## config.mk

```make
export PLATFORM = sky130hd
export DESIGN_NAME = regfile_paired
export DESIGN_NICKNAME = d
export VERILOG_FILES = /design/src/rtl/regfile_pkg.sv /design/src/rtl/regfile_byte_bank.sv /design/src/rtl/regfile_rd_mux.sv /design/src/rtl/regfile_pair_rd.sv /design/src/rtl/regfile_paired.sv
export SDC_FILE = /design/constraint.sdc
export NUM_CORES = 1
export LEC_CHECK = 0
export BUFFER_PORTS_ARGS = -buffer_cell sky130_fd_sc_hd__buf_2
export CAP_MARGIN = 20
export CORE_MARGIN = 5
export CORE_UTILIZATION = 45
export CTS_CLUSTER_SIZE = 8
export DETAILED_ROUTE_END_ITERATION = 6
export GPL_TIMING_DRIVEN = 0
export PLACE_DENSITY_LB_ADDON = 0.2
export SLEW_MARGIN = 5
export SYNTH_ARGS = -nofsm -noshare
export SYNTH_HDL_FRONTEND = slang
export SYNTH_SLANG_ARGS = --single-unit
export TNS_END_PERCENT = 20
```

## constraint.sdc

```tcl
create_clock -name clk_i -period 1.49 [get_ports clk_i]
set_clock_uncertainty 0.1 [all_clocks]
set_input_delay 0.149 -clock clk_i [delete_from_list [all_inputs] [get_ports clk_i]]
set_output_delay 0.149 -clock clk_i [all_outputs]
set_load 0.005 [all_outputs]
```

## src/rtl/regfile_pkg.sv

```systemverilog
package regfile_pkg;
  localparam int unsigned BYTE_W_DEF = 8;
  localparam int unsigned PAIRS_DEF  = 4;

  typedef enum logic [2:0] {
    REG_AL = 3'd0, REG_AH = 3'd1,
    REG_BL = 3'd2, REG_BH = 3'd3,
    REG_CL = 3'd4, REG_CH = 3'd5,
    REG_DL = 3'd6, REG_DH = 3'd7
  } reg_name_e;
endpackage

```

## src/rtl/regfile_byte_bank.sv

```systemverilog
module regfile_byte_bank #(
  parameter int unsigned BYTE_W = 8,
  parameter int unsigned N_REGS = 8,
  localparam int unsigned ADDR_W = $clog2(N_REGS)
) (
  input  logic                          clk_i,
  input  logic                          rst_ni,
  input  logic                          wr_en_i,
  input  logic [ADDR_W-1:0]             wr_addr_i,
  input  logic [BYTE_W-1:0]             wr_data_i,
  output logic [N_REGS-1:0][BYTE_W-1:0] regs_o
);
  for (genvar i = 0; i < N_REGS; i++) begin : g_reg
    logic hit;
    assign hit = wr_en_i && (wr_addr_i == ADDR_W'(i));
    always_ff @(posedge clk_i or negedge rst_ni) begin
      if (!rst_ni)  regs_o[i] <= '0;
      else if (hit) regs_o[i] <= wr_data_i;
    end
  end
endmodule

```

## src/rtl/regfile_rd_mux.sv

```systemverilog
module regfile_rd_mux #(
  parameter int unsigned BYTE_W = 8,
  parameter int unsigned N_REGS = 8,
  localparam int unsigned ADDR_W = $clog2(N_REGS)
) (
  input  logic [N_REGS-1:0][BYTE_W-1:0] regs_i,
  input  logic [ADDR_W-1:0]             addr_i,
  output logic [BYTE_W-1:0]             data_o
);
  assign data_o = regs_i[addr_i];
endmodule

```

## src/rtl/regfile_pair_rd.sv

```systemverilog
module regfile_pair_rd #(
  parameter int unsigned BYTE_W = 8,
  parameter int unsigned N_REGS = 8,
  localparam int unsigned ADDR_W = $clog2(N_REGS)
) (
  input  logic [N_REGS-1:0][BYTE_W-1:0] regs_i,
  input  logic [ADDR_W-1:0]             addr_i,
  output logic [2*BYTE_W-1:0]           data_o
);
  logic [ADDR_W-1:0] lo_idx, hi_idx;
  // force bit 0: even index is the low byte, odd the high byte
  assign lo_idx = addr_i & ~ADDR_W'(1);
  assign hi_idx = lo_idx | ADDR_W'(1);
  assign data_o = {regs_i[hi_idx], regs_i[lo_idx]};
endmodule

```

## src/rtl/regfile_paired.sv

```systemverilog
module regfile_paired
  import regfile_pkg::*;
#(
  parameter int unsigned BYTE_W  = BYTE_W_DEF,
  parameter int unsigned N_PAIRS = PAIRS_DEF,
  localparam int unsigned N_REGS = 2 * N_PAIRS,
  localparam int unsigned ADDR_W = $clog2(N_REGS)
) (
  input  logic                clk_i,
  input  logic                rst_ni,
  input  logic                wr_en_i,
  input  logic [ADDR_W-1:0]   wr_addr_i,
  input  logic [BYTE_W-1:0]   wr_data_i,
  input  logic [ADDR_W-1:0]   rd_a_addr_i,
  output logic [BYTE_W-1:0]   rd_a_data_o,
  input  logic [ADDR_W-1:0]   rd_b_addr_i,
  output logic [BYTE_W-1:0]   rd_b_data_o,
  input  logic [ADDR_W-1:0]   pair_addr_i,
  output logic [2*BYTE_W-1:0] pair_data_o
);
  logic [N_REGS-1:0][BYTE_W-1:0] regs;

  regfile_byte_bank #(.BYTE_W(BYTE_W), .N_REGS(N_REGS)) u_bank (
    .clk_i     (clk_i),
    .rst_ni    (rst_ni),
    .wr_en_i   (wr_en_i),
    .wr_addr_i (wr_addr_i),
    .wr_data_i (wr_data_i),
    .regs_o    (regs)
  );

  regfile_rd_mux #(.BYTE_W(BYTE_W), .N_REGS(N_REGS)) u_rd_a (
    .regs_i (regs),
    .addr_i (rd_a_addr_i),
    .data_o (rd_a_data_o)
  );

  regfile_rd_mux #(.BYTE_W(BYTE_W), .N_REGS(N_REGS)) u_rd_b (
    .regs_i (regs),
    .addr_i (rd_b_addr_i),
    .data_o (rd_b_data_o)
  );

  regfile_pair_rd #(.BYTE_W(BYTE_W), .N_REGS(N_REGS)) u_pair (
    .regs_i (regs),
    .addr_i (pair_addr_i),
    .data_o (pair_data_o)
  );
endmodule

```

==> results.json, run 1 <==
{
  "critPathKind": "reg -> out",
  "grt_pass1_wl_um": 15600,
  "outcome": "complete, but fails checks",
  "num_rows": 34,
  "route.detailed.drc": 0,
  "synth_warnings": 0,
  "worstSkewPairLatency_ns": 0.34,
  "clk_pin_slew_ns": 0.07,
  "synthMostInstantiatedCell": "mux2_2",
  "met3_length_um": 682,
  "setup.worst_path.start_class": "register",
  "synthArstFlopShare": 1.00,
  "worstPathArrival_ns": 1.63,
  "period_minus_slack_ns": 1.88,
  "layout_setup_ws_ns": -0.393,
  "num_antenna_cells": 0,
  "ant_nets": 0,
  "cts-root-buf": "clkbuf_8",
  "die_x_um": 104,
  "crit_fanout": 4,
  "drt-vias-per-instance": 6.06,
  "clockBufferDepth": 2,
  "synth_compound_area_frac": 0,
  "hold_viol": 0,
  "r2r_cells": 2,
  "tightest_slew_ns": 0.909,
  "grt-ovfl-total": 0,
  "synth_ff_type": "dfrtp_1",
  "wl_met2_um": 4890,
  "dieArea_mm2": 0.0108,
  "portBuffers": 41,
  "ys_ff_latch": 64,
  "vdd_drop_max_uv": 751,
  "ff2ff_setup_slack_ns": 0.47,
  "antenna_found_initial": 0,
  "ys_seq_area_frac": 0.405,
  "drt_iter0_drc": 99,
  "worstHoldEndpoint": "u_bank.regs_o[41]",
  "dp_hpwl_um": 6180,
  "r2r-start": "u_bank.regs_o[43]",
  "htree_levels": 3,
  "yosys-top-cells-area": "dfrtp_1, mux2_2, mux4_1, mux4_2, clkbuf_8",
  "final_core_util": 0.549,
  "synth_edf_count": 0,
  "p_leak_uw": 0.00202,
  "drive_above_1_share": 0.753,
  "grt_max_degree": 65,
  "synth_xor_area_frac": 0,
  "multiInputGateArea_mm2": 0.00212,
  "hold_path_class": "in -> reg",
  "min_from": "wr_data_i[1]",
  "drt-wirelength-per-cell_um": 24.1,
  "dp_slack_ns": -0.295,
  "met1Wirelength_um": 4180,
  "cts_buffers": 9,
  "p_per_area_mw_per_mm2": 1250,
  "cts.sinks": 64,
  "largestRegisters": "u_bank.regs_o x64",
  "syn_inst": 221,
  "crit_start": "u_bank.regs_o[44]",
  "slew_viol_final": 0,
  "post-route-period-util": 1.26,
  "syn2layout_area_growth_pct": 19.9,
  "synth_top_area_share": 0.405,
  "holdPathStages": 2,
  "synth.top_cells.by_count": "mux2_2, dfrtp_1, mux4_1, mux4_2, buf_2",
  "grt_pass1_vias": 2655,
  "violations": "setup timing",
  "finish.net_count": 320,
  "rsz0062_at_grt": "true",
  "first_pass_iters": 4,
  "rr_endpoint": "u_bank.regs_o[43]",
  "muxShareOfSynthArea": 0.524,
  "yosysUniqueCellTypes": 14,
  "synthAdderAreaFrac": 0,
  "cts_tree": "built",
  "synthesis.area_mm2": 0.00396,
  "n_fill_cell": 739,
  "grt_use_total": 0.189,
  "setup_viol": 32,
  "yosys.area_share.simple": 0.0218,
  "required_ns": 1.24,
  "start_util": 0.458,
  "wirelength_um": 9830,
  "die_y_um": 104,
  "num_vias": 2468,
  "regMostFlops": "u_bank.regs_o",
  "cp-end-kind": "output pin",
  "drv_cap": 0,
  "fmax_mhz": 531,
  "gp_congestion": 0.752,
  "top_layer_used": "met4",
  "yosysTopAreaCell": "dfrtp_1",
  "largest_reg_flops": 64,
  "pin_count": 55,
  "synth_top_family_by_area": "multiplexers",
  "relSlewSlack": 0.391,
  "synth_nets": 244,
  "regArea_mm2": 0.00160,
  "syn_avg_cell_area_um2": 17.9,
  "coreArea_mm2": 0.00864
}
==> metrics by stage <==
step	hold slack (ns)	instance area, um^2	TNS [ns]	std cells	power [uW]
after floorplan	-0.247	3960	0	221	3550
after global placement	0.393	4300	-18.00	370	4100
after detailed placement	0.207	4300	-13.03	370	4150
after CTS	0.0418	4690	-9.29	407	5900
after global routing	0.0483	4740	-10.52	407	6260
final	0.0525	4740	-9.13	407	5940
==> critical path: stages (launching register included) <==
cell	delay, ns
dfrtp_1	0.40
mux4_2	0.48
mux2_4	0.29
buf_6	0.12
==> how the worst max path moves through the flow <==
stage | end | slack [ns] | cells after the start
after floorplan | rd_a_data_o[0] | 0.10 | 4
after global placement | u_bank.regs_o[1] | -0.27 | 3
after detailed placement | u_bank.regs_o[0] | -0.29 | 3
after CTS | rd_a_data_o[1] | -0.39 | 3
after global routing | rd_b_data_o[4] | -0.44 | 3
final | rd_b_data_o[4] | -0.39 | 3
==> repair_timing <==
action / 4_1_cts / 5_1_grt
hold endpoints to repair: 64 / 0
gates resized for setup: 53 / 13
setup endpoints to repair: 32 / 32
setup buffers: 23 / 0
hold buffers: 1 / 0
==> cell type report <==
type | count | share of cell area
Sequential cell | 64 | 0.338
Tap cell | 108 | 0.0285
Clock buffer | 12 | 0.0327
Buffer | 21 | 0.0432
Multi-Input combinational cell | 136 | 0.447
Clock inverter | 1 | 0.00105
Timing Repair Buffer | 65 | 0.110
==> cells in the final DEF (no fill, tap or decap), drive strengths merged <==
cell type / netlist / final
nor4b: 1 / 1
clkinv: 0 / 1
nor4bb: 3 / 3
mux4: 48 / 48
nand4: 1 / 1
dlygate4sd3: 0 / 1
buf: 16 / 80
mux2: 80 / 80
dfrtp: 64 / 64
clkbuf: 5 / 17
nand4b: 3 / 3
==> routing by layer <==
metal  vias to the layer above  GRT usage
li1                       1048          -
met1                      1320      0.258
met2                        93      0.307
met3                         7     0.0560
met4                         0     0.0324
met5                         -          0
==> cell families after synthesis <==
| group | after synthesis |
|---|---|
| buffers and inverters | 21 |
| and+or+nand+nor | 8 |
| muxes | 128 |
| DFF | 64 |
==> where the power goes <==
part	internal [uW]	switching, uW
Combinational	1510	646
Sequential	2120	358
Clock	665	634
Total	4300	1640
Power figures use the tool's default switching activity.
==> inputs of run 2 (changes only) <==
--- a/config.mk
+++ b/config.mk
@@ -7,8 +7,10 @@
 export LEC_CHECK = 0
 export BUFFER_PORTS_ARGS = -buffer_cell sky130_fd_sc_hd__buf_2
 export CAP_MARGIN = 20
+export CORE_ASPECT_RATIO = 0.5
 export CORE_MARGIN = 5
 export CORE_UTILIZATION = 45
+export CTS_CLUSTER_DIAMETER = 80
 export CTS_CLUSTER_SIZE = 8
 export DETAILED_ROUTE_END_ITERATION = 6
 export GPL_TIMING_DRIVEN = 0
==> results.json, run 2 (synthesized netlist as in run 1, its figures left out) <==
{
  "vdd_drop_max_uv": 633,
  "rr_endpoint": "u_bank.regs_o[47]",
  "grt_pass1_vias": 2682,
  "r2r_cells": 3,
  "worstSkewPairLatency_ns": 0.32,
  "drt_iter0_drc": 227,
  "cts_tree": "built",
  "first_pass_iters": 4,
  "r2r-start": "u_bank.regs_o[47]",
  "hold_viol": 0,
  "ant_nets": 0,
  "p_per_area_mw_per_mm2": 1400,
  "worstHoldEndpoint": "u_bank.regs_o[36]",
  "layout_setup_ws_ns": -0.373,
  "grt_max_degree": 65,
  "ff2ff_setup_slack_ns": 0.34,
  "drt-vias-per-instance": 6.04,
  "fmax_mhz": 537,
  "num_vias": 2554,
  "clockBufferDepth": 2,
  "wirelength_um": 9830,
  "start_util": 0.457,
  "crit_fanout": 3,
  "p_leak_uw": 0.00210,
  "dp_slack_ns": -0.255,
  "largestRegisters": "u_bank.regs_o x64",
  "relSlewSlack": 0.438,
  "rsz0062_at_grt": "true",
  "critPathKind": "reg -> out",
  "setup.worst_path.start_class": "register",
  "syn2layout_area_growth_pct": 24.6,
  "worstPathArrival_ns": 1.61,
  "route.detailed.drc": 0,
  "slew_viol_final": 0,
  "largest_reg_flops": 64,
  "period_minus_slack_ns": 1.86,
  "dp_hpwl_um": 6310,
  "finish.net_count": 324,
  "mostFrequentLayoutCells": "mux2_2, dfrtp_1, mux4_2, buf_2, buf_6",
  "stdcell_area_mm2": 0.00493,
  "die_y_um": 76.3,
  "num_rows": 24,
  "cp-end-kind": "output pin",
  "drive_above_1_share": 0.761,
  "tightest_slew_ns": 0.840,
  "violations": "setup timing",
  "clk_pin_slew_ns": 0.05,
  "cts-root-buf": "clkbuf_16",
  "regMostFlops": "u_bank.regs_o",
  "htree_levels": 3,
  "outcome": "complete, but fails checks",
  "setup_viol": 32,
  "pin_count": 55,
  "coreArea_mm2": 0.00865,
  "grt-ovfl-total": 0,
  "regArea_mm2": 0.00160,
  "setup_tns_ns": -8.99,
  "hold_path_class": "in -> reg",
  "min_from": "wr_data_i[4]",
  "grt_pass1_wl_um": 15700,
  "cts.sinks": 64,
  "holdPathStages": 2,
  "cts_buffers": 9,
  "layout_commonest_cell": "mux2_2",
  "die_x_um": 143,
  "num_antenna_cells": 0,
  "required_ns": 1.24,
  "post-route-period-util": 1.25,
  "antenna_found_initial": 0,
  "gp_congestion": 0.809,
  "drv_cap": 0,
  "grt_use_total": 0.194,
  "n_fill_cell": 660,
  "portBuffers": 41,
  "multiInputGateArea_mm2": 0.00211,
  "placed_area_mm2": 0.00431,
  "dieArea_mm2": 0.0109,
  "drt-wirelength-per-cell_um": 23.2,
  "power.total_uw": 6920
}
## run 2: cell types whose count changed in the layout (fill, tap and decap cells not counted), sizes merged
cell,before,now
buf,80,83
bufinv,0,2
clkinvlp,0,2
## run 2: critical path: stages (launching register included)
cell,delay [ns]
dfrtp_1,0.42
mux4_2,0.47
mux2_4,0.29
buf_6,0.12
## run 2: worst max-delay path by stage
stage                                   end               from
after floorplan              rd_a_data_o[0]     rd_a_addr_i[2]
after global placement    u_bank.regs_o[30]       wr_addr_i[2]
after detailed placement   u_bank.regs_o[4]       wr_addr_i[1]
after CTS                    rd_b_data_o[5]  u_bank.regs_o[45]
after global routing         rd_a_data_o[3]  u_bank.regs_o[59]
final                        rd_a_data_o[6]  u_bank.regs_o[38]
## run 2: per-layer routing
| metal | vias up | share of wire | track usage |
|---|---|---|---|
| met3 | 11 | 0.059 | 0.0608 |
| met5 | - | 0 | 0 |
| li1 | 1065 | - | - |
| met2 | 82 | 0.49 | 0.302 |
| met1 | 1396 | 0.43 | 0.266 |
| met4 | 0 | 0.011 | 0.0493 |
## run 2: timing repair
item / in CTS / in global routing
hold buffers: 1 / 0
setup endpoints to repair: 32 / 32
buffers inserted: 22 / 5
resized for setup: 47 / 16
hold endpoints to repair: 64 / 0
## run 2: per-stage QoR
stage,utilization,hold WS [ns],instances
floorplan,-,-0.247,221
detailed placement,0.498,0.193,379
global placement,0.498,0.381,379
global route,0.570,0.0533,423
finish,0.570,0.0583,423
CTS,0.559,0.0434,418
## run 2: final cells by class
class	instances	share of cell area
repair buffers	69	0.110
clock inverters	5	0.0162
plain buffers	21	0.0414
multi-input cells	136	0.429
flip-flops and latches	64	0.325
well taps	117	0.0297
clock buffers	11	0.0493
## run 2: power breakdown
part / total, uW / internal [uW] / switching [uW]
sequential: 2500 / 2130 / 374
combinational: 2170 / 1510 / 659
clock: 2250 / 1510 / 747
total: 6920 / 5140 / 1780
==> inputs of run 3 (changes only) <==
--- a/config.mk
+++ b/config.mk
@@ -15,6 +15,7 @@
 export DETAILED_ROUTE_END_ITERATION = 6
 export GPL_TIMING_DRIVEN = 0
 export PLACE_DENSITY_LB_ADDON = 0.2
+export SETUP_SLACK_MARGIN = 0.5
 export SLEW_MARGIN = 5
 export SYNTH_ARGS = -nofsm -noshare
 export SYNTH_HDL_FRONTEND = slang
==> results.json, run 3 (synthesized netlist as in run 1, its figures left out) <==
{
  "power.internal_uw": 5060,
  "crit_start": "u_bank.regs_o[63]",
  "htree_levels": 3,
  "max_stage_delay_ns": 0.49,
  "seqPwrFrac": 0.365,
  "num_rows": 24,
  "r2r_cells": 2,
  "final_cell_count_no_fill": 423,
  "regMostFlops": "u_bank.regs_o",
  "cp-end-kind": "output pin",
  "setup_viol": 32,
  "crit_fanout": 3,
  "rr_endpoint": "u_bank.regs_o[63]",
  "largest_reg_flops": 64,
  "violations": "hold timing, setup timing",
  "grt_use_total": 0.199,
  "endpoint": "rd_a_data_o[7]",
  "cts_buffers": 9,
  "path_cells": "mux4_2, mux2_4, buf_6",
  "cts-root-buf": "clkbuf_16",
  "layout_commonest_cell": "dfrtp_1",
  "mostFrequentLayoutCells": "dfrtp_1, mux2_4, mux4_2, buf_6, buf_4",
  "clockBufferDepth": 2,
  "grt_pass1_vias": 2673,
  "post-route-period-util": 1.26,
  "dp.cells": 379,
  "worstPathArrival_ns": 1.62,
  "worstSkewPairLatency_ns": 0.32,
  "outcome": "complete, but fails checks",
  "power.total_uw": 6870,
  "p_leak_uw": 0.00230,
  "critPathKind": "reg -> out",
  "pwr-share-clk": 0.280,
  "grt_max_degree": 65,
  "die_y_um": 76.3,
  "switching_share": 0.263,
  "wirelength_um": 10300,
  "regArea_mm2": 0.00160,
  "largestRegisters": "u_bank.regs_o x64",
  "first_pass_iters": 6,
  "drt_iter0_drc": 198,
  "drt-vias-per-instance": 5.90,
  "setup.worst_path.start_class": "register",
  "n_fill_cell": 665,
  "relSlewSlack": 0.409,
  "slew_viol_final": 0,
  "dp_hpwl_um": 6400,
  "tightest_slew_ns": 0.882,
  "gp_congestion": 0.800,
  "cts.sinks": 64,
  "required_ns": 1.24,
  "drv_cap": 0,
  "ff2ff_setup_slack_ns": 0.44,
  "crit_buf_inv": 1,
  "r2r-start": "u_bank.regs_o[63]",
  "layout_setup_ws_ns": -0.383,
  "ant_nets": 0,
  "drt-wirelength-per-cell_um": 24.2,
  "multiInputGateArea_mm2": 0.00230,
  "num_antenna_cells": 0,
  "hold_path_class": "in -> async",
  "start_util": 0.457,
  "period_minus_slack_ns": 1.87,
  "grt_pass1_wl_um": 16000,
  "fmax_mhz": 534,
  "rsz0062_at_grt": "true",
  "cts_tree": "built",
  "cpMaxStageDelayCell": "mux4_2",
  "syn2layout_area_growth_pct": 30.3,
  "hold_viol": 64,
  "coreArea_mm2": 0.00865,
  "crit_cells": 3,
  "portBuffers": 41,
  "grt-ovfl-total": 0,
  "whs_ns": -0.183,
  "num_vias": 2496,
  "route.detailed.drc": 0,
  "finish.net_count": 325,
  "p_per_area_mw_per_mm2": 1330,
  "antenna_found_initial": 0,
  "die_x_um": 143,
  "comb_power_share": 0.354,
  "power_switching_uw": 1800,
  "cpLargestDelayFamily": "multiplexers",
  "vdd_drop_max_uv": 606,
  "drive_above_1_share": 0.768,
  "clk_pin_slew_ns": 0.05,
  "pin_count": 55,
  "dieArea_mm2": 0.0109
}
-- run 3: cell count changes in the layout (fill, tap and decap cells not counted), moves of 2 or more --
cell       delta
buf_2        -12
mux2_4       +47
mux2_2       -47
buf_12        +4
bufinv_16     -2
buf_4        +10
-- run 3: worst min-delay path by stage --
stage                             end  slack [ns]  cells after the start
floorplan            u_bank.regs_o[0]       -0.25                      0
global placement     u_bank.regs_o[1]        0.38                      2
detailed placement  u_bank.regs_o[22]        0.19                      1
CTS                 u_bank.regs_o[22]       -0.17                      1
global route        u_bank.regs_o[22]       -0.11                      1
finish              u_bank.regs_o[22]       -0.18                      1
-- run 3: area by class of cell --
class                           instances  area share
Multi-Input combinational cell        136       0.445
Clock inverter                          3     0.00340
Clock buffer                           12      0.0498
Tap cell                              117      0.0284
Timing Repair Buffer                   70       0.109
Sequential cell                        64       0.311
Buffer                                 21      0.0534
-- run 3: worst reg2reg max path, cell delays in order, from the launching register on --
cell and delay (ns):
dfrtp_1 0.42, buf_6 0.14, mux2_2 0.27
-- run 3: routing by layer --
| layer | track usage | share of wire |
|---|---|---|
| met5 | 0 | 0 |
| met4 | 0.0569 | 0.012 |
| met3 | 0.0489 | 0.066 |
| met2 | 0.309 | 0.48 |
| met1 | 0.281 | 0.44 |
-- run 3: through the flow --
stage | utilization | hold slack, ns | area [um^2] | TNS (ns) | setup WS (ns)
finish | 0.596 | -0.183 | 5150 | -8.66 | -0.383
global route | 0.596 | -0.107 | 5150 | -10.05 | -0.422
CTS | 0.582 | -0.168 | 5040 | -8.89 | -0.386
detailed placement | 0.503 | 0.187 | 4350 | -10.23 | -0.263
global placement | 0.503 | 0.382 | 4350 | -10.06 | -0.248
floorplan | - | -0.247 | 4000 | 0 | 0.123
-- run 3: what timing repair did --
item	CTS	global route
setup buffers	23	6
endpoints found under the setup margin	96	96
gates cloned	0	0
resized for setup	80	17
endpoints found under the hold margin	64	64
pin swaps	5	1
-- run 3: power groups by stage --
stage	logic, uW	registers [uW]	clock network [uW]
after detailed placement	1740	2520	0
after floorplan	1280	2370	0
final	2430	2510	1930
after CTS	2330	2490	1980
after global routing	2600	2550	2040
after global placement	1710	2480	0
